**src/rtl/scrub_pkg.sv**
```systemverilog
package scrub_pkg;

    typedef enum logic [1:0] {
        ERR_LOW  = 2'd0,
        ERR_MED  = 2'd1,
        ERR_HIGH = 2'd2
    } err_lvl_e;

    typedef enum logic [1:0] {
        ACT_SHORTEN  = 2'd0,
        ACT_KEEP     = 2'd1,
        ACT_LENGTHEN = 2'd2
    } act_e;

    typedef enum logic [2:0] {
        S_IDLE  = 3'd0,
        S_ACQ   = 3'd1,
        S_SCRUB = 3'd2,
        S_REL   = 3'd3,
        S_END   = 3'd4
    } seq_state_e;

endpackage

```
**src/rtl/scrub_timer.sv**
```systemverilog
module scrub_timer #(
    parameter int INTV_W = 16
) (
    input  logic              clk,
    input  logic              rst_n,
    input  logic              idle,
    input  logic [INTV_W-1:0] intv,
    output logic              expire
);
    localparam int CNT_W = INTV_W + 1;

    logic [CNT_W-1:0] cnt_d, cnt_q;

    // Count idle cycles; expire on the last cycle of the interval.
    always_comb begin
        cnt_d  = cnt_q;
        expire = 1'b0;
        if (idle) begin
            cnt_d = cnt_q + CNT_W'(1);
            if (cnt_d >= {1'b0, intv}) begin
                expire = 1'b1;
            end
        end else begin
            cnt_d = '0;
        end
    end

    always_ff @(posedge clk) begin
        if (!rst_n) begin
            cnt_q <= '0;
        end else begin
            cnt_q <= cnt_d;
        end
    end
endmodule

```
**src/rtl/scrub_seq.sv**
```systemverilog
module scrub_seq
    import scrub_pkg::*;
#(
    parameter int NUM_BANKS = 8,
    parameter int PAGES     = 16,
    parameter int ERR_W     = 6,
    localparam int BANK_W   = $clog2(NUM_BANKS),
    localparam int PAGE_W   = $clog2(PAGES),
    localparam int SUM_W    = ERR_W + PAGE_W + 1
) (
    input  logic                 clk,
    input  logic                 rst_n,
    input  logic                 start,
    input  logic [NUM_BANKS-1:0] io_req,
    input  logic                 io_done,
    input  logic                 scrub_done,
    input  logic [ERR_W-1:0]     err_cnt,
    output logic [NUM_BANKS-1:0] bank_busy,
    output logic [NUM_BANKS-1:0] bank_grant,
    output logic                 scrub_req,
    output logic [BANK_W-1:0]    scrub_bank,
    output logic [PAGE_W-1:0]    scrub_page,
    output logic                 idle,
    output logic                 pass_end,
    output logic [SUM_W-1:0]     pass_sum
);
    localparam logic [PAGE_W-1:0] LAST_PAGE = PAGE_W'(PAGES - 1);
    localparam logic [BANK_W-1:0] LAST_BANK = BANK_W'(NUM_BANKS - 1);

    typedef struct packed {
        seq_state_e        st;
        logic [BANK_W-1:0] bank;
        logic [PAGE_W-1:0] page;
        logic [SUM_W-1:0]  sum;
    } seq_t;

    seq_t s_d, s_q;
    logic [NUM_BANKS-1:0] bank_oh;

    assign bank_oh = NUM_BANKS'(1) << s_q.bank;

    always_comb begin
        s_d = s_q;
        unique case (s_q.st)
            S_IDLE: begin
                if (start) begin
                    s_d.st   = S_ACQ;
                    s_d.page = '0;
                    s_d.sum  = '0;
                end
            end
            S_ACQ: begin
                s_d.st = S_SCRUB;
            end
            S_SCRUB: begin
                if (scrub_done) begin
                    s_d.sum = s_q.sum + SUM_W'(err_cnt);
                    if (s_q.page == LAST_PAGE) begin
                        s_d.st = S_END;
                    end else begin
                        s_d.page = s_q.page + PAGE_W'(1);
                        s_d.st   = io_req[s_q.bank] ? S_REL : S_SCRUB;
                    end
                end
            end
            S_REL: begin
                if (io_done) begin
                    s_d.st = S_SCRUB;
                end
            end
            S_END: begin
                s_d.st   = S_IDLE;
                s_d.bank = (s_q.bank == LAST_BANK) ? '0 : s_q.bank + BANK_W'(1);
            end
            default: s_d.st = S_IDLE;
        endcase
    end

    always_ff @(posedge clk) begin
        if (!rst_n) begin
            s_q <= '{st: S_IDLE, bank: '0, page: '0, sum: '0};
        end else begin
            s_q <= s_d;
        end
    end

    always_comb begin
        bank_busy  = (s_q.st == S_ACQ || s_q.st == S_SCRUB || s_q.st == S_END) ? bank_oh : '0;
        bank_grant = (s_q.st == S_REL) ? bank_oh : '0;
        scrub_req  = (s_q.st == S_SCRUB);
        scrub_bank = s_q.bank;
        scrub_page = s_q.page;
        idle       = (s_q.st == S_IDLE);
        pass_end   = (s_q.st == S_END);
        pass_sum   = s_q.sum;
    end
endmodule

```
**src/rtl/scrub_policy.sv**
```systemverilog
module scrub_policy
    import scrub_pkg::*;
#(
    parameter int INTV_W  = 16,
    parameter int SUM_W   = 11,
    parameter int SCORE_W = 4
) (
    input  logic              clk,
    input  logic              rst_n,
    input  logic              pass_end,
    input  logic [SUM_W-1:0]  pass_sum,
    input  logic [INTV_W-1:0] cfg_min_intv,
    input  logic [INTV_W-1:0] cfg_max_intv,
    input  logic [SUM_W-1:0]  cfg_err_lo,
    input  logic [SUM_W-1:0]  cfg_err_hi,
    output logic [INTV_W-1:0] cur_intv
);
    localparam logic signed [SCORE_W-1:0] SCORE_MAX = {1'b0, {(SCORE_W-1){1'b1}}};
    localparam logic signed [SCORE_W-1:0] SCORE_MIN = {1'b1, {(SCORE_W-1){1'b0}}};

    typedef logic [2:0][2:0][SCORE_W-1:0] tbl_t;

    typedef struct packed {
        tbl_t              tbl;
        logic              prev_vld;
        err_lvl_e          prev_lvl;
        act_e              prev_act;
        logic [INTV_W-1:0] intv;
    } pol_t;

    pol_t p_d, p_q;

    function automatic logic [INTV_W-1:0] clamp(input logic [INTV_W-1:0] v,
                                                input logic [INTV_W-1:0] lo,
                                                input logic [INTV_W-1:0] hi);
        logic [INTV_W-1:0] r;
        r = (v < lo) ? lo : v;
        r = (r > hi) ? hi : r;
        return r;
    endfunction

    err_lvl_e                 lvl;
    tbl_t                     tbl_upd;
    logic signed [SCORE_W-1:0] old_s;
    logic signed [SCORE_W-1:0] best_s;
    logic signed [SCORE_W-1:0] cand_s;
    act_e                     cand [3];
    act_e                     best;
    logic [INTV_W-1:0]        base;
    logic [INTV_W-1:0]        nxt;

    always_comb begin
        p_d = p_q;

        // Quantise the pass error sum.
        if (pass_sum <= cfg_err_lo) begin
            lvl = ERR_LOW;
        end else if (pass_sum > cfg_err_hi) begin
            lvl = ERR_HIGH;
        end else begin
            lvl = ERR_MED;
        end

        // Reward or penalise the previous decision.
        tbl_upd = p_q.tbl;
        old_s   = p_q.tbl[p_q.prev_lvl][p_q.prev_act];
        if (p_q.prev_vld) begin
            if (lvl == ERR_HIGH) begin
                if (old_s != SCORE_MIN) begin
                    tbl_upd[p_q.prev_lvl][p_q.prev_act] = old_s - SCORE_W'(1);
                end
            end else if (lvl == ERR_LOW && p_q.prev_act == ACT_LENGTHEN) begin
                if (old_s != SCORE_MAX) begin
                    tbl_upd[p_q.prev_lvl][p_q.prev_act] = old_s + SCORE_W'(1);
                end
            end
        end

        // Tie-break order depends on the observed level.
        unique case (lvl)
            ERR_LOW:  begin cand[0] = ACT_LENGTHEN; cand[1] = ACT_KEEP;     cand[2] = ACT_SHORTEN;  end
            ERR_HIGH: begin cand[0] = ACT_SHORTEN;  cand[1] = ACT_KEEP;     cand[2] = ACT_LENGTHEN; end
            default:  begin cand[0] = ACT_KEEP;     cand[1] = ACT_LENGTHEN; cand[2] = ACT_SHORTEN;  end
        endcase

        best   = cand[0];
        best_s = tbl_upd[lvl][cand[0]];
        for (int i = 1; i < 3; i++) begin
            cand_s = tbl_upd[lvl][cand[i]];
            if (cand_s > best_s) begin
                best   = cand[i];
                best_s = cand_s;
            end
        end

        // Apply the chosen action to the effective interval.
        base = clamp(p_q.intv, cfg_min_intv, cfg_max_intv);
        unique case (best)
            ACT_SHORTEN:  nxt = base >> 1;
            ACT_LENGTHEN: nxt = (base > (cfg_max_intv >> 1)) ? cfg_max_intv : (base << 1);
            default:      nxt = base;
        endcase

        if (pass_end) begin
            p_d.tbl      = tbl_upd;
            p_d.prev_vld = 1'b1;
            p_d.prev_lvl = lvl;
            p_d.prev_act = best;
            p_d.intv     = clamp(nxt, cfg_min_intv, cfg_max_intv);
        end
    end

    always_ff @(posedge clk) begin
        if (!rst_n) begin
            p_q <= '{tbl: '0, prev_vld: 1'b0, prev_lvl: ERR_LOW, prev_act: ACT_KEEP, intv: '1};
        end else begin
            p_q <= p_d;
        end
    end

    assign cur_intv = clamp(p_q.intv, cfg_min_intv, cfg_max_intv);
endmodule

```
**src/rtl/scrub_sched.sv**
```systemverilog
module scrub_sched
    import scrub_pkg::*;
#(
    parameter int NUM_BANKS = 8,
    parameter int PAGES     = 16,
    parameter int ERR_W     = 6,
    parameter int INTV_W    = 16,
    parameter int SCORE_W   = 4,
    localparam int BANK_W   = $clog2(NUM_BANKS),
    localparam int PAGE_W   = $clog2(PAGES),
    localparam int SUM_W    = ERR_W + PAGE_W + 1
) (
    input  logic                 clk,
    input  logic                 rst_n,
    input  logic                 scrub_trig,
    input  logic [NUM_BANKS-1:0] io_req,
    input  logic                 io_done,
    output logic [NUM_BANKS-1:0] bank_busy,
    output logic [NUM_BANKS-1:0] bank_grant,
    output logic                 scrub_req,
    output logic [BANK_W-1:0]    scrub_bank,
    output logic [PAGE_W-1:0]    scrub_page,
    input  logic                 scrub_done,
    input  logic [ERR_W-1:0]     err_cnt,
    input  logic [INTV_W-1:0]    cfg_min_intv,
    input  logic [INTV_W-1:0]    cfg_max_intv,
    input  logic [SUM_W-1:0]     cfg_err_lo,
    input  logic [SUM_W-1:0]     cfg_err_hi,
    output logic [INTV_W-1:0]    cur_intv
);
    logic             idle;
    logic             expire;
    logic             start;
    logic             pass_end;
    logic [SUM_W-1:0] pass_sum;

    assign start = scrub_trig | expire;

    scrub_timer #(.INTV_W(INTV_W)) i_timer (
        .clk    (clk),
        .rst_n  (rst_n),
        .idle   (idle),
        .intv   (cur_intv),
        .expire (expire)
    );

    scrub_seq #(.NUM_BANKS(NUM_BANKS), .PAGES(PAGES), .ERR_W(ERR_W)) i_seq (
        .clk        (clk),
        .rst_n      (rst_n),
        .start      (start),
        .io_req     (io_req),
        .io_done    (io_done),
        .scrub_done (scrub_done),
        .err_cnt    (err_cnt),
        .bank_busy  (bank_busy),
        .bank_grant (bank_grant),
        .scrub_req  (scrub_req),
        .scrub_bank (scrub_bank),
        .scrub_page (scrub_page),
        .idle       (idle),
        .pass_end   (pass_end),
        .pass_sum   (pass_sum)
    );

    scrub_policy #(.INTV_W(INTV_W), .SUM_W(SUM_W), .SCORE_W(SCORE_W)) i_policy (
        .clk          (clk),
        .rst_n        (rst_n),
        .pass_end     (pass_end),
        .pass_sum     (pass_sum),
        .cfg_min_intv (cfg_min_intv),
        .cfg_max_intv (cfg_max_intv),
        .cfg_err_lo   (cfg_err_lo),
        .cfg_err_hi   (cfg_err_hi),
        .cur_intv     (cur_intv)
    );
endmodule

```
**config.mk**
```make
export PLATFORM = sky130hd
export DESIGN_NAME = scrub_sched
export DESIGN_NICKNAME = d
export VERILOG_FILES = /design/src/rtl/scrub_pkg.sv /design/src/rtl/scrub_timer.sv /design/src/rtl/scrub_seq.sv /design/src/rtl/scrub_policy.sv /design/src/rtl/scrub_sched.sv
export SDC_FILE = /design/constraint.sdc
export NUM_CORES = 1
export LEC_CHECK = 0
export BUFFER_PORTS_ARGS = -buffer_cell sky130_fd_sc_hd__buf_4
export CORE_MARGIN = 8
export CORE_UTILIZATION = 55
export CTS_CLUSTER_SIZE = 16
export DETAILED_ROUTE_END_ITERATION = 16
export HOLD_SLACK_MARGIN = 0.06
export PLACE_DENSITY = 0.86
export SLEW_MARGIN = 0
export SYNTH_ARGS = -nofsm -noshare
export SYNTH_HDL_FRONTEND = slang
export SYNTH_SLANG_ARGS = --single-unit
```
**constraint.sdc**
```tcl
create_clock -name clk -period 11.1 [get_ports clk]
set_input_delay 1.665 -clock clk [delete_from_list [all_inputs] [get_ports clk]]
set_output_delay 1.665 -clock clk [all_outputs]
set_load 0.01 [all_outputs]
```
# After elaboration in Yosys (flattened, before gate mapping)
# Index checks and enable logic that the tools add are counted.
[totals]
ff_bits = 95
input_bits = 73
output_inout_bits = 40
[op_classes]
n_addsub = 6
order_cmp = 19
n_eq_ne = 15
shifts = 1
n_mux = 52
bitwise = 1
reduce_logical = 13
[op_table]
columns = ["op", "n"]
rows = [
  ["$mux W36", 5],
  ["$mux W16", 5],
  ["$bwmux W36", 2],
  ["$bmux W12 S2", 2],
  ["$mux W12", 3],
  ["$bmux W4 S2", 4],
  ["$gt A16 B16 Y1", 2],
  ["$lt A16 B16 Y1", 2],
  ["$pmux W16 S2", 1],
  ["$mux W15", 2],
  ["$pmux W15 S2", 1],
  ["$mux W4", 7],
  ["$demux W12 S2", 1],
  ["$lt A2 B3 Y1 const B", 6],
  ["$add A17 B1 Y17 const B", 1],
  ["$ge A17 B16 Y1", 1],
  ["$gt A16 B15 Y1", 1],
  ["$mux W8", 2],
  ["$mux W3", 5],
  ["$pmux W3 S4", 1],
  ["$pmux W6 S2", 1],
  ["$add A11 B6 Y11", 1],
  ["$gt A11 B11 Y1", 1],
  ["$le A11 B11 Y1", 1],
  ["29 further kinds", 49],
]

# Logic depth before layout (Yosys ltp)
# Gate-level depths: netlist of the first run.
[depth]
depth_word = 25
ltp_mapped = 61
ltp_nobuf = 55

# Modules after synthesis
# Synthesis of the first run repeated with hierarchy kept, for this count alone.
[unflattened]
hier_cells = 1300
hier_area_um2 = 10458.8
[by_module_without_submodules]
columns = ["module", "n_inst", "cells_each", "area_each_um2", "seq_area_each_um2"]
rows = [
  ["scrub_policy", 1, 982, 7712.4, 1141.1],
  ["scrub_seq", 1, 182, 1572.8, 420.4],
  ["scrub_timer", 1, 135, 1167.4, 340.3],
  ["scrub_sched", 1, 1, 6.3, 0.0],
]

# Worst setup path before layout of the first run
# OpenSTA, ideal clock, no wires.
[synth_timing]
path_kind = "in2reg"
from = "in cfg_min_intv[3]"
to = "reg i_policy.p_q[0] (netlist bit)"
setup_time_ns = 0.142
t_arrival_ns = 11.457
t_required_ns = 10.958
path_slack_ns = -0.499
cell_stages = 52
cell_sequence = "inv_1 > ha_1 > o21a_1 > nor2_1 > o31a_1 > o211ai_4 > buf_2 > mux2_2 > ha_1 > nand4_1 > a2111o_1 > o211ai_1 > and2_1 > clkbuf_1 > clkbuf_1 > nor2_1 > a21oi_1 > ha_1 > (+16 left out) > nor2b_1 > o21ai_0 > nand2b_1 > a221oi_4 > mux2_2 > ha_1 > nor2b_1 > o21a_1 > o21a_1 > o21ai_0 > nand2b_1 > a21oi_1 > nor2_1 > nor4_1 > a21oi_1 > nor2_1 > clkbuf_1 > a311oi_2"
[synth_between]
elab_chain_len = 11
[synth_lines]
columns = ["item", "line", "rtl"]
rows = [
  ["from (decl)", "scrub_sched.sv:25", "input logic [INTV_W-1:0] cfg_min_intv,"],
  ["$lt A16 B16 Y1", "-", ""],
  ["$mux W16 *", "-", ""],
  ["$gt A16 B16 Y1", "-", ""],
  ["$mux W16 *", "-", ""],
  ["via cur_intv[3]", "scrub_sched.sv:29", "output logic [INTV_W-1:0] cur_intv"],
  ["$gt A16 B15 Y1", "scrub_policy.sv:100", "ACT_LENGTHEN: nxt = (base > (cfg_max_intv >> 1)) ? cfg_max_intv : (base << 1);"],
  ["$mux W16", "scrub_policy.sv:100", ""],
  ["$pmux W16 S2 *", "scrub_policy.sv:98", "unique case (best)"],
  ["$lt A16 B16 Y1", "scrub_policy.sv:37", "r = (v < lo) ? lo : v;"],
  ["$mux W16 *", "scrub_policy.sv:37", ""],
  ["$gt A16 B16 Y1", "scrub_policy.sv:38", "r = (r > hi) ? hi : r;"],
  ["$mux W16 *", "scrub_policy.sv:38", ""],
  ["to (signal assigned)", "scrub_policy.sv:115", "p_q <= '{tbl: '0, prev_vld: 1'b0, prev_lvl: ERR_LOW, prev_act: ACT_KEEP, intv: '1};"],
  ["to (signal assigned)", "scrub_policy.sv:117", "p_q <= p_d;"],
  ["to (decl)", "scrub_policy.sv:31", "pol_t p_d, p_q;"],
]
# The timed path passes the listed nets; every way through them passes the cells marked *.
# A chain may end at the register's enable or synchronous reset.

# Worst setup path in the final report of the first run
[layout_timing]
from = "in cfg_min_intv[2]"
to = "reg i_policy.p_q[7] (netlist bit)"
[layout_between]
elab_chain_len = 11
[layout_lines]
columns = ["item", "line"]
rows = [
  ["$lt A16 B16 Y1", "scrub_policy.sv:37"],
  ["$mux W16", "scrub_policy.sv:37"],
  ["$gt A16 B16 Y1", "scrub_policy.sv:38"],
  ["$mux W16", "scrub_policy.sv:38"],
  ["$gt A16 B15 Y1", "scrub_policy.sv:100"],
  ["$mux W16", "scrub_policy.sv:100"],
  ["$pmux W16 S2", "scrub_policy.sv:98"],
  ["$lt A16 B16 Y1", "scrub_policy.sv:37"],
  ["$mux W16 *", "scrub_policy.sv:37"],
  ["$gt A16 B16 Y1", "scrub_policy.sv:38"],
  ["$mux W16 *", "scrub_policy.sv:38"],
]
# Every way passes the cells marked *; elsewhere a longest branch is shown, timed or not.

==> metrics.md, run 1 <==
| Metric | Value |
|---|---|
| Outcome | `complete, but fails checks` |
| Failing checks | `setup timing` |
| Worst Hold Slack | `0.463 ns` |
| Min Tclk post-route | `11.37 ns` |
| FFs w/ async S/R, synth | `0` |
| # IOs | `113` |
| Clock Pin Slew Worst Setup and Hold Paths | `0.07 ns` |
| Worst setup EP type | `flop` |
| Num CTS Buffers | `9` |
| Sequential-to-total area share from yosys stat | `0.194` |
| Critical path's largest stage delay | `0.49 ns` |
| Most frequent cells in the layout | `buf_4, ha_1, nand2_1` |
| Power share of the clock group | `0.259` |
| Pint | `767 µW` |
| HPWL after detailed placement | `26100 µm` |
| H-tree lvl count | `3` |
| Mapped Nets | `1456` |
| DIE WIDTH | `149 µm` |
| Cells after Synth | `1243` |
| M1 GR Usage | `0.354` |
| Pwr Density | `90.3 mW/mm²` |
| Total number of vias | `11300` |
| Pleak | `6.01 nW` |
| Initial Util | `0.564` |
| Yosys reg bits | `95` |
| Clk_skew | `0.00648 ns` |
| Drt drc | `0` |
| Sw frac | `0.361` |
| Overall Global Routing Usage | `0.292` |
| Post-Route WL | `37400 µm` |
| Vias in the first global route | `10500` |
| Worst-skew pair later-pin latency | `0.36 ns` |
| EDFF count, synth | `0` |
| Unique masters post-synth | `89` |
| Crit path required time | `11.35 ns` |
| Maximum vdd drop | `0.0786 mV` |
| Hold Vio Cnt, Final | `0` |
| Worst slew margin | `0.391` |
| First-pass GRT wire length | `52600 µm` |
| Largest net degree at the start of global routing | `47` |
| ANT nets after route | `0` |
| Final setup viols | `16` |
| Cells after DPL | `1684` |
| Die ar. | `0.0223 mm²` |
| Root Driver | `clkbuf_16` |
| GRT busiest layer | `met2` |
| YS warnings | `0` |
| Routed wire length per instance | `21.7 µm` |
| Synth-to-Final Area Change | `35.8%` |
| CTS tree | `built` |
| Share of power burned in registers | `0.293` |
| Worst Hold Class | `flop to flop` |
| Clk sink count | `95` |
| Layout cells sized above 1 | `0.338` |
| Site Rows | `48` |
| Setup CP Type | `input port to flop` |
| Drt pass-1 iters | `5` |
| GR Overflow Total | `0` |
| Final period utilization | `1.02` |
| Die height | `149 µm` |
| Layout fillers | `1148` |
| Final worst slack | `-0.267 ns` |
| Commonest non-fill, non-tap cell in the layout | `buf_4` |
| Max-slew violations | `0` |
| Post-CTS Hold Fix Bufs | `0` |
| Least-Margin Pin Slew | `0.907 ns` |
| GR Util met3 | `0.0701` |
| Worst Setup Start Kind | `input port` |
| Count of input and output buffers | `112` |
| Antenna Cells | `0` |
| Max-Cap Viols | `0` |
| CP arrival | `11.62 ns` |
| Detailed-route vias per instance | `6.56` |
| Register area | `0.00190 mm²` |
| Comb power frac | `0.448` |
| Placer Congestion | `0.992` |
| Initial antenna violation count | `0` |
| Iteration-0 DRC Markers | `1242` |
| Synth Flop Type | `dfxtp_1` |
| GR Util met2 | `0.474` |
| Layout Nets | `1705` |
| Syn Std Cell Area | `0.00979 mm²` |
| FMAX | `88.0 MHz` |
| RSZ-0062 raised after global routing | `yes` |
| Mean Syn Cell Area | `7.87 µm²` |
| CTS max path bufs | `2` |
| Post-Layout Cell Count | `1722` |
| Multi-input gate area | `0.00806 mm²` |
| Max FO, Critical Path | `11` |
| Net Switching | `433 µW` |
| Critical path's slowest cell | `a2111oi_0` |
| Core Region | `0.0174 mm²` |
[flip-flops by register name, summed over array words and instances, names as in the netlist]
register	count
i_seq.s_q	3
i_seq.pass_sum	11
i_policy.p_q	57
i_seq.scrub_page	4
i_timer.cnt_q	17
i_seq.scrub_bank	3
[stage by stage]
stage	utilization	area [µm²]	TNS [ns]	setup WS (ns)	power, mW
final	0.766	13300	-3.43	-0.267	1.20
after global routing	0.766	13300	-8.55	-0.588	1.25
after CTS	0.711	12300	0	0.0244	1.11
after detailed placement	0.689	12000	-8.05	-0.531	0.801
after global placement	0.689	12000	-5.65	-0.372	0.787
after floorplan	-	9850	0	0.00294	0.595
[cell families (layout without fill, tap and decap cells)]
kind of cell,count (synthesis),in the layout,share of synthesized area
AND/OR/NAND/NOR,415,416,0.211
adder cells (fa/ha/maj),140,140,0.180
AO/OA/AOI/OAI,329,329,0.235
buffers and inverters,159,412,0.0662
flip-flops,95,95,0.194
XOR/XNOR,26,26,0.0233
multiplexers,79,79,0.0899
[power groups by stage]
stage	Clock (mW)	Sequential [mW]	Combinational (mW)
floorplan	0	0.355	0.241
global placement	0	0.358	0.429
detailed placement	0	0.358	0.443
CTS	0.311	0.350	0.453
global route	0.327	0.352	0.572
finish	0.310	0.351	0.538
[cells in the mapped netlist, types with 3 or more instances]
cell type | number | area, µm²
nand2b_1 | 11 | 68.8
dfxtp_1 | 95 | 1900
o211ai_1 | 13 | 97.6
buf_2 | 10 | 50.1
xor2_1 | 9 | 78.8
xnor2_1 | 17 | 149
a21o_1 | 13 | 97.6
o22ai_1 | 23 | 144
o2bb2ai_1 | 3 | 26.3
nor2b_1 | 35 | 219
and3_1 | 37 | 231
nor4_1 | 4 | 25.0
a22oi_1 | 4 | 30.0
a221oi_1 | 17 | 149
clkbuf_1 | 42 | 158
a211o_1 | 20 | 175
or4_1 | 4 | 30.0
o21a_1 | 17 | 128
nand2_1 | 111 | 417
ha_1 | 139 | 1740
or3_1 | 5 | 31.3
nand3_1 | 43 | 215
a32o_1 | 9 | 90.1
nor3_1 | 16 | 80.1
a211oi_1 | 13 | 97.6
inv_1 | 93 | 349
nor3b_1 | 4 | 30.0
mux2i_1 | 32 | 320
mux2_2 | 41 | 462
a2111oi_0 | 3 | 26.3
and2_1 | 22 | 138
nor2_1 | 89 | 334
a21oi_1 | 96 | 480
buf_4 | 7 | 52.6
a31oi_1 | 3 | 18.8
o21ai_0 | 49 | 245
nand4_1 | 23 | 144
buf_1 | 3 | 11.3
o31ai_1 | 3 | 22.5
[critical path: cells and delay by family]
kind | cells | cell delay (ns)
simple gates | 10 | 1.55
compound gates | 23 | 5.18
fa+ha+maj | 5 | 1.40
mux | 3 | 0.83
buf+inv | 8 | 0.96
[repair_timing]
action	4_1_cts	5_1_grt
pin swaps	2	70
cloned	0	1
resized for setup	16	164
setup endpoints to repair	16	16
buffers inserted	2	19
[layout make-up]
class	instances	area share
repair buffers	300	0.178
multi-input cells	990	0.607
clock buffers	10	0.0180
inverters	96	0.0288
clock inverters	6	0.00424
well taps	225	0.0212
flip-flops and latches	95	0.143
[path summary, 6_finish.rpt]
path / slack (ns) / to / cells after the start / startpoint
setup / recovery: -0.27 / i_policy.p_q[7]$_SDFFE_PN1N_ / 49 / cfg_min_intv[2]
hold reg to reg: 0.46 / i_policy.p_q[40]$_SDFFE_PN0N_ / 2 / i_policy.p_q[40]$_SDFFE_PN0N_
hold / removal: 0.46 / i_policy.p_q[40]$_SDFFE_PN0N_ / 2 / i_policy.p_q[40]$_SDFFE_PN0N_
setup reg to reg: -0.03 / i_policy.p_q[7]$_SDFFE_PN1N_ / 50 / i_policy.p_q[19]$_SDFFE_PN0N_
[routing by layer]
layer	share of wire	wire, µm	vias to the layer above
met5	0	0	-
met3	0.11	4130	219
met4	0.055	2050	0
met1	0.38	14300	5184
met2	0.45	17000	835
li1	-	-	5053
(Power assumes the default switching activity.)
==> inputs of run 2 (changes only) <==
--- a/config.mk
+++ b/config.mk
@@ -11,7 +11,7 @@
 export CTS_CLUSTER_SIZE = 16
 export DETAILED_ROUTE_END_ITERATION = 16
 export HOLD_SLACK_MARGIN = 0.06
-export PLACE_DENSITY = 0.86
+export PLACE_DENSITY = 0.83
 export SLEW_MARGIN = 0
 export SYNTH_ARGS = -nofsm -noshare
 export SYNTH_HDL_FRONTEND = slang
==> constraint.sdc (replaced) <==
create_clock -name clk -period 10.9 [get_ports clk]
set_input_delay 1.635 -clock clk [delete_from_list [all_inputs] [get_ports clk]]
set_output_delay 1.635 -clock clk [all_outputs]
set_load 0.01 [all_outputs]
==> run 2 against run 1 <==
Against the previous run:
- the flow still finishes with violations (setup timing)
- critical path depth decreased by 3
- sequential share of layout area fell by 0.060 points
- clock skew grew 0.0017 ns
- non-clock buffer count increased by 5
- global-route usage grew 1.1 points
- critical endpoint is now i_policy.p_q[15]$_SDFFE_PN1N_
- largest cell class unchanged
- largest power group unchanged
- highest routed layer is now met5
==> metrics.md, run 2 (same netlist as run 1, synthesis figures left out) <==
| Metric | Value |
|---|---|
| Outcome | `complete, but fails checks` |
| Failing checks | `setup timing` |
| H-tree lvl count | `3 (unchanged)` |
| Iteration-0 DRC Markers | `1176 (-5.3%)` |
| Final period utilization | `1.05` |
| Pleak | `6.07 nW (+1.0%)` |
| Layout Nets | `1711 (+0.35%)` |
| Worst setup startpoint | `cfg_min_intv[3]` |
| Commonest non-fill, non-tap cell in the layout | `buf_4` |
| Max-Cap Viols | `0 (unchanged)` |
| Max-slew violations | `0 (unchanged)` |
| Worst-skew pair later-pin latency | `0.38 ns (+0.02 ns)` |
| Overall Global Routing Usage | `0.302 (+0.0106)` |
| Total number of vias | `11300 (-0.29%)` |
| Min Tclk post-route | `11.41 ns` |
| Final setup TNS | `-7.47 ns (-4.05 ns)` |
| Pre-CTS WS | `-0.990 ns (-0.459 ns)` |
| Vias in the first global route | `10600 (+1.0%)` |
| CP arrival | `11.64 ns (+0.02 ns)` |
| Maximum vdd drop | `0.0978 mV (+24%)` |
| Setup CP Type | `input port to flop` |
| Placer Congestion | `1.02 (+2.5%)` |
| CTS max path bufs | `2 (unchanged)` |
| Reg2Reg Launch Point | `i_policy.p_q[18]$_SDFFE_PN0N_` |
| Worst slew margin | `0.373 (-0.0173)` |
| Critical path's slowest cell | `o32ai_4` |
| Post-CTS Hold Fix Bufs | `0 (unchanged)` |
| Final Cell Area | `0.0133 mm² (+0.42%)` |
| CTS tree | `built` |
| Worst setup EP type | `flop` |
| ANT nets after route | `0 (unchanged)` |
| Worst Hold Class | `flop to flop` |
| Count of input and output buffers | `112 (unchanged)` |
| Top reg by flops | `i_policy.p_q` |
| # IOs | `113 (unchanged)` |
| Hold Vio Cnt, Final | `0 (unchanged)` |
| Crit path required time | `11.13 ns (-0.22 ns)` |
| Critical path's largest stage delay | `0.62 ns (+0.13 ns)` |
| Antenna Cells | `0 (unchanged)` |
| Initial Util | `0.564 (unchanged)` |
| Biggest regs | `i_policy.p_q (57), i_timer.cnt_q (17), i_seq.pass_sum (11)` |
| Drt pass-1 iters | `8 (+3)` |
| Layout cells sized above 1 | `0.331 (-0.00734)` |
| Die height | `149 µm (unchanged)` |
| Initial antenna violation count | `1 (+1)` |
| Routed wire length per instance | `21.9 µm (+0.77%)` |
| Post-Route WL | `37900 µm (+1.1%)` |
| Clock Pin Slew Worst Setup and Hold Paths | `0.08 ns (about the same)` |
| Clk sink count | `95 (unchanged)` |
| Clk_skew | `0.00817 ns (+0.00169 ns)` |
| Max FFs per register | `57 (unchanged)` |
| Die ar. | `0.0223 mm² (unchanged)` |
| Largest net degree at the start of global routing | `49 (+4.3%)` |
| FMAX | `87.6 MHz` |
| Synth-to-Final Area Change | `36.4%` |
| Post-Layout Cell Count | `1728 (+0.35%)` |
| Detailed-route vias per instance | `6.52 (-0.64%)` |
| Most frequent cells in the layout | `buf_4, ha_1, nand2_1` |
| Site Rows | `48 (unchanged)` |
| DIE WIDTH | `149 µm (unchanged)` |
| Layout fillers | `1155 (+0.61%)` |
| Max FO, Critical Path | `13 (+2)` |
| Placed cell areas | `0.0121 mm² (+1.4%)` |
| Root Driver | `clkbuf_16` |
| First-pass GRT wire length | `54200 µm (+3.1%)` |
| GR Overflow Total | `0 (unchanged)` |
| Least-Margin Pin Slew | `0.933 ns (+0.0258 ns)` |
| Final worst slack | `-0.510 ns (-0.243 ns)` |
| Num CTS Buffers | `9 (unchanged)` |
| Worst Hold Launch | `i_policy.p_q[40]$_SDFFE_PN0N_` |
| HPWL after detailed placement | `25900 µm (-0.60%)` |
| RSZ-0062 raised after global routing | `yes` |
| Final setup viols | `16 (unchanged)` |
| Fin util | `0.769 (+0.00324)` |
| Pwr Density | `95.6 mW/mm² (+5.8%)` |
| Worst Setup Start Kind | `input port` |
| Cells after DPL | `1691 (+0.42%)` |
| Drt drc | `0 (unchanged)` |
| Core Region | `0.0174 mm² (unchanged)` |
run 2: worst paths after layout:
| kind | to | slack [ns] | cells past startpoint |
|---|---|---|---|
| max | i_policy.p_q[15]$_SDFFE_PN1N_ | -0.51 | 46 |
| min | i_policy.p_q[40]$_SDFFE_PN0N_ | 0.46 | 2 |
| max reg2reg | i_policy.p_q[15]$_SDFFE_PN1N_ | 0.09 | 49 |
| min reg2reg | i_policy.p_q[40]$_SDFFE_PN0N_ | 0.46 | 2 |
run 2: where the power goes:
part / internal [mW] / switching [mW] / leakage (nW) / total [mW]
combinational: 0.281 / 0.307 / 5.16 / 0.588
sequential: 0.350 / 0.00703 / 0.767 / 0.358
clock: 0.162 / 0.167 / 0.143 / 0.329
total: 0.793 / 0.482 / 6.07 / 1.28
run 2: per-layer routing:
layer | global-route usage | wire length (µm) | share of wire | vias to the layer above
li1 | - | - | - | 5080
met1 | 0.362 | 14600 | 0.39 | 5223
met2 | 0.490 | 17100 | 0.45 | 720
met3 | 0.0783 | 3800 | 0.10 | 233
met4 | 0.155 | 2300 | 0.061 | 2
met5 | 0 | 13 | 0.00034 | -
run 2: layout make-up:
cell class / instances / area [µm²] / area share
multi-input cells: 991 / 8090 / 0.607
flip-flops and latches: 95 / 1900 / 0.143
well taps: 225 / 282 / 0.0211
repair buffers: 305 / 2390 / 0.179
clock inverters: 7 / 72.6 / 0.00544
clock buffers: 9 / 225 / 0.0169
inverters: 96 / 375 / 0.0281
run 2: per-stage QoR:
step	power, mW	hold slack (ns)
global placement	0.810	0.445
detailed placement	0.821	0.453
floorplan	0.619	0.433
CTS	1.18	0.463
global route	1.32	0.504
finish	1.28	0.463
run 2: worst max-delay path: cells and delay by family:
family | cells | cell delay [ns]
adders and majority gates | 5 | 1.70
AOI/OAI and AO/OA | 15 | 3.30
and+or+nand+nor | 12 | 2.52
muxes | 2 | 0.70
buffers and inverters | 12 | 1.74
run 2: timing repair:
item,in CTS,in global routing
pin swaps,19,70
cloned,2,0
endpoints found under the setup margin,16,16
resized for setup,23,116
buffers inserted,7,12
==> inputs of run 3 (changes only) <==
--- a/config.mk
+++ b/config.mk
@@ -11,8 +11,9 @@
 export CTS_CLUSTER_SIZE = 16
 export DETAILED_ROUTE_END_ITERATION = 16
 export HOLD_SLACK_MARGIN = 0.06
-export PLACE_DENSITY = 0.83
+export PLACE_DENSITY = 0.82
 export SLEW_MARGIN = 0
 export SYNTH_ARGS = -nofsm -noshare
 export SYNTH_HDL_FRONTEND = slang
+export SYNTH_HIERARCHICAL = 1
 export SYNTH_SLANG_ARGS = --single-unit
==> run 3 against run 2 <==
Against the previous run:
- the flow still finishes with violations (setup timing)
- clock skew up 0.0090 ns
- register-to-register slack better by 0.08 ns
- die area is 6.1% higher
- fmax is 2.6% higher
- synthesized cell count increased by 4.6%
- setup slack better by 0.29 ns
- global-route usage grew 0.82 points
- clock-buffer cell count did not move
- non-clock buffer count rose by 36
- critical endpoint is now i_policy/p_q[15]$_SDFFE_PN1P_
==> metrics.md, run 3 <==
| Metric | Value |
|---|---|
| Unique masters post-synth | `101 (+13%)` |
| Worst setup startpoint | `cfg_min_intv[3]` |
| Post-Route WL | `39500 µm (+4.3%)` |
| Count leader, synth | `ha_1` |
| Yosys reg bits | `95 (unchanged)` |
| Least-Margin Pin Slew | `1.27 ns (+0.337 ns)` |
| Site Rows | `50 (+4.2%)` |
| Clk_skew | `0.0171 ns (+0.00897 ns)` |
| CP arrival | `11.37 ns (-0.27 ns)` |
| Placer Congestion | `0.999 (-1.8%)` |
| Pwr Density | `84.1 mW/mm² (-12%)` |
| Synth Area in XOR/XNOR | `0.0226 (-0.000660)` |
| Max FFs per register | `57 (unchanged)` |
| Hold Vio Cnt, Final | `0 (unchanged)` |
| Antenna Cells | `0 (unchanged)` |
| Cells after DPL | `1771 (+4.7%)` |
| CP dominant cell by count | `buf_6` |
| DIE WIDTH | `154 µm (+3.0%)` |
| FMAX | `89.9 MHz (+2.6%)` |
| Mapped Nets | `1513 (+3.9%)` |
| Hold Crit Depth | `2 (unchanged)` |
| Outcome | `complete, but fails checks` |
| Top cell type's share of synthesized area | `0.182 (-0.0125)` |
| Total number of vias | `11900 (+5.3%)` |
| Area leader, netlist | `dfxtp_1` |
| Max-Cap Viols | `0 (unchanged)` |
| Die height | `154 µm (+3.0%)` |
| EDFF count, synth | `0 (unchanged)` |
| HPWL after detailed placement | `29800 µm (+15%)` |
| Commonest non-fill, non-tap cell in the layout | `buf_4` |
| Critical path's slowest cell | `a311oi_1` |
| Most frequent cells in the layout | `buf_4, ha_1, dfxtp_1` |
| Synth-to-Final Area Change | `33.8%` |
| Multiplexer share of the synthesized area | `0.107 (+0.0174)` |
| Vias in the first global route | `11500 (+8.8%)` |
| Final setup TNS | `-1.67 ns (+5.80 ns)` |
| # IOs | `113 (unchanged)` |
| Maximum vdd drop | `0.0771 mV (-21%)` |
| Max-slew violations | `0 (unchanged)` |
| Comb power frac | `0.409 (-0.052)` |
| Pint | `746 µW (-6.0%)` |
| Failing checks | `setup timing` |
| Setup CP Type | `input port to flop` |
| Final period utilization | `1.02 (-0.0269)` |
| Top post-synthesis cells by count | `ha_1, a21oi_1, dfxtp_1, inv_1, nor2_1` |
| Largest net degree at the start of global routing | `58 (+18%)` |
| Largest family of logic cells by synthesized area | `compound AO/OA/AOI/OAI gates` |
| Sw frac | `0.366 (-0.0114)` |
| Min Tclk post-route | `11.12 ns (-0.293 ns)` |
| Worst hold endpoint | `i_seq/pass_sum[0]$_SDFFE_PN0P_` |
| Synth Area in Simple Gates | `0.209 (-0.00235)` |
| Mean Syn Cell Area | `8.05 µm² (+2.2%)` |
| Fin util | `0.748 (-0.0206)` |
| ANT nets after route | `0 (unchanged)` |
| Drt drc | `0 (unchanged)` |
| Root Driver | `clkbuf_16` |
| Reg-to-reg endpoint | `i_policy/p_q[15]$_SDFFE_PN1P_` |
| Max FO, Critical Path | `14 (+1)` |
| Layout Nets | `1787 (+4.4%)` |
| Worst slew margin | `0.152 (-0.221)` |
| Initial Util | `0.559 (-0.00467)` |
| Reg2Reg Setup Slack | `0.17 ns (+0.08 ns)` |
| Clk sink count | `95 (unchanged)` |
| CTS max path bufs | `2 (unchanged)` |
| FFs w/ async S/R, synth | `0 (unchanged)` |
| First-pass GRT wire length | `60100 µm (+11%)` |
| Iteration-0 DRC Markers | `1369 (+16%)` |
| Final setup viols | `16 (unchanged)` |
| H-tree lvl count | `3 (unchanged)` |
| GR Overflow Total | `0 (unchanged)` |
| Syn Std Cell Area | `0.0105 mm² (+6.9%)` |
| Worst setup EP type | `flop` |
| Layout cells sized above 1 | `0.339 (+0.00878)` |
| Post-synthesis adder-cell area fraction | `0.168 (-0.0116)` |
| CTS tree | `built` |
| Crit path required time | `11.15 ns (+0.02 ns)` |
| Worst Setup Start Kind | `input port` |
| Post-Layout Cell Count | `1813 (+4.9%)` |
| Routed wire length per instance | `21.8 µm (-0.56%)` |
| Worst Hold Class | `flop to flop` |
| Die ar. | `0.0237 mm² (+6.1%)` |
| Final worst slack | `-0.217 ns (+0.293 ns)` |
| Reg2Reg Launch Point | `i_policy/p_q[18]$_SDFFE_PN0P_` |
| Num CTS Buffers | `9 (unchanged)` |
| Initial antenna violation count | `0 (-1)` |
| Clock Pin Slew Worst Setup and Hold Paths | `0.08 ns (about the same)` |
| Share of power burned in registers | `0.304 (+0.024)` |
| Drt pass-1 iters | `6 (-2)` |
| Detailed-route vias per instance | `6.54 (+0.37%)` |
| Sequential-to-total area share from yosys stat | `0.182 (-0.0125)` |
| Synth Flop Type | `dfxtp_1` |
| Top cells by area, synth | `dfxtp_1, ha_1, mux2_2, a21oi_1, mux2i_1` |
| Top reg by flops | `i_policy/p_q` |
| Overall Global Routing Usage | `0.311 (+0.00820)` |
| Post-CTS Hold Fix Bufs | `0 (unchanged)` |
| Cells after Synth | `1300 (+4.6%)` |
| Worst-skew pair later-pin latency | `0.37 ns (about the same)` |
| Synth Area in Compound Gates | `0.238 (+0.00304)` |
| YS warnings | `6 (+6)` |
| Reg2reg path depth | `43 (-12%)` |
| Net Switching | `431 µW (-10%)` |
| Core Region | `0.0187 mm² (+7.8%)` |
| Worst Hold Launch | `i_seq/pass_sum[0]$_SDFFE_PN0P_` |
| Power share of the clock group | `0.287 (+0.029)` |
| Pleak | `6.22 nW (+2.4%)` |
| RSZ-0062 raised after global routing | `yes` |
| Biggest regs | `i_policy/p_q (57), i_timer/cnt_q (17), i_seq/pass_sum (11)` |
| Critical path's largest stage delay | `0.79 ns (+0.17 ns)` |
| Count of input and output buffers | `112 (unchanged)` |
run 3: cell count changes after synthesis, moves of 12 or more:
cell | previous run | this run
buf_4 | 7 | 20
a211o_1 | 20 | 4
nand4_1 | 23 | 49
nand3_1 | 43 | 62
a311oi_1 | 1 | 16
o211ai_1 | 13 | 25
mux2_2 | 41 | 55
and3_1 | 37 | 20
nand2_1 | 111 | 52
a211oi_1 | 13 | 25
o22ai_1 | 23 | 9
run 3: cell families (layout without fill, tap and decap cells):
group / count (synthesis) / after routing
adders and majority gates: 140 / 140
muxes: 101 / 101
and+or+nand+nor: 400 / 401
AOI/OAI and AO/OA: 359 / 359
DFF: 95 / 95
buffers and inverters: 178 / 456
xor gates and xnor gates: 27 / 27
run 3: repair_timing:
| item | CTS | global route |
|---|---|---|
| gates cloned | 1 | 1 |
| endpoints found under the hold margin | 0 | 0 |
| resized for setup | 10 | 82 |
| setup endpoints to repair | 16 | 16 |
| buffers inserted | 8 | 17 |
| pin swaps | 9 | 51 |
run 3: cell type report:
type	instances	area, µm²
clock buffer	9	225
clock inverter	7	82.6
fill	1357	4710
inverter	99	387
multi-input combinational	1028	8480
sequential	95	1900
tap	234	293
timing repair buffer	341	2630
run 3: power groups by stage:
stage	sequential [mW]	clock (mW)	combinational, mW
finish	0.357	0.338	0.482
global route	0.358	0.352	0.512
CTS	0.357	0.338	0.442
detailed placement	0.365	0	0.427
global placement	0.365	0	0.413
floorplan	0.361	0	0.251
run 3: worst max path at each step:
stage | to | cells past startpoint
after floorplan | i_policy/p_q[15]$_SDFFE_PN1P_ | 47
after global routing | i_policy/p_q[15]$_SDFFE_PN1P_ | 47
after detailed placement | i_policy/p_q[0]$_SDFFE_PN1P_ | 48
final | i_policy/p_q[15]$_SDFFE_PN1P_ | 44
after global placement | i_policy/p_q[15]$_SDFFE_PN1P_ | 46
after CTS | i_policy/p_q[0]$_SDFFE_PN1P_ | 47
run 3: critical path, delay by kind of cell:
kind,cells,cell delay (ns)
compound gates,14,3.44
buf+inv,8,1.04
fa+ha+maj,5,1.51
simple gates,14,2.71
mux,3,1.01
run 3: layer usage:
layer,share of wire,wire [µm],track usage
met1,0.42,16500,0.405
met2,0.44,17300,0.489
met3,0.11,4210,0.0751
met4,0.037,1450,0.113
met5,0,0,0
run 3: through the flow:
step | instance area, µm² | worst slack (ns) | hold slack, ns | power [mW]
detailed placement | 13000 | -0.623 | 0.476 | 0.792
finish | 14000 | -0.217 | 0.502 | 1.18
floorplan | 10700 | -0.0169 | 0.444 | 0.613
CTS | 13400 | 0.0367 | 0.493 | 1.14
global placement | 13000 | -0.455 | 0.460 | 0.778
global route | 14000 | -0.437 | 0.505 | 1.22
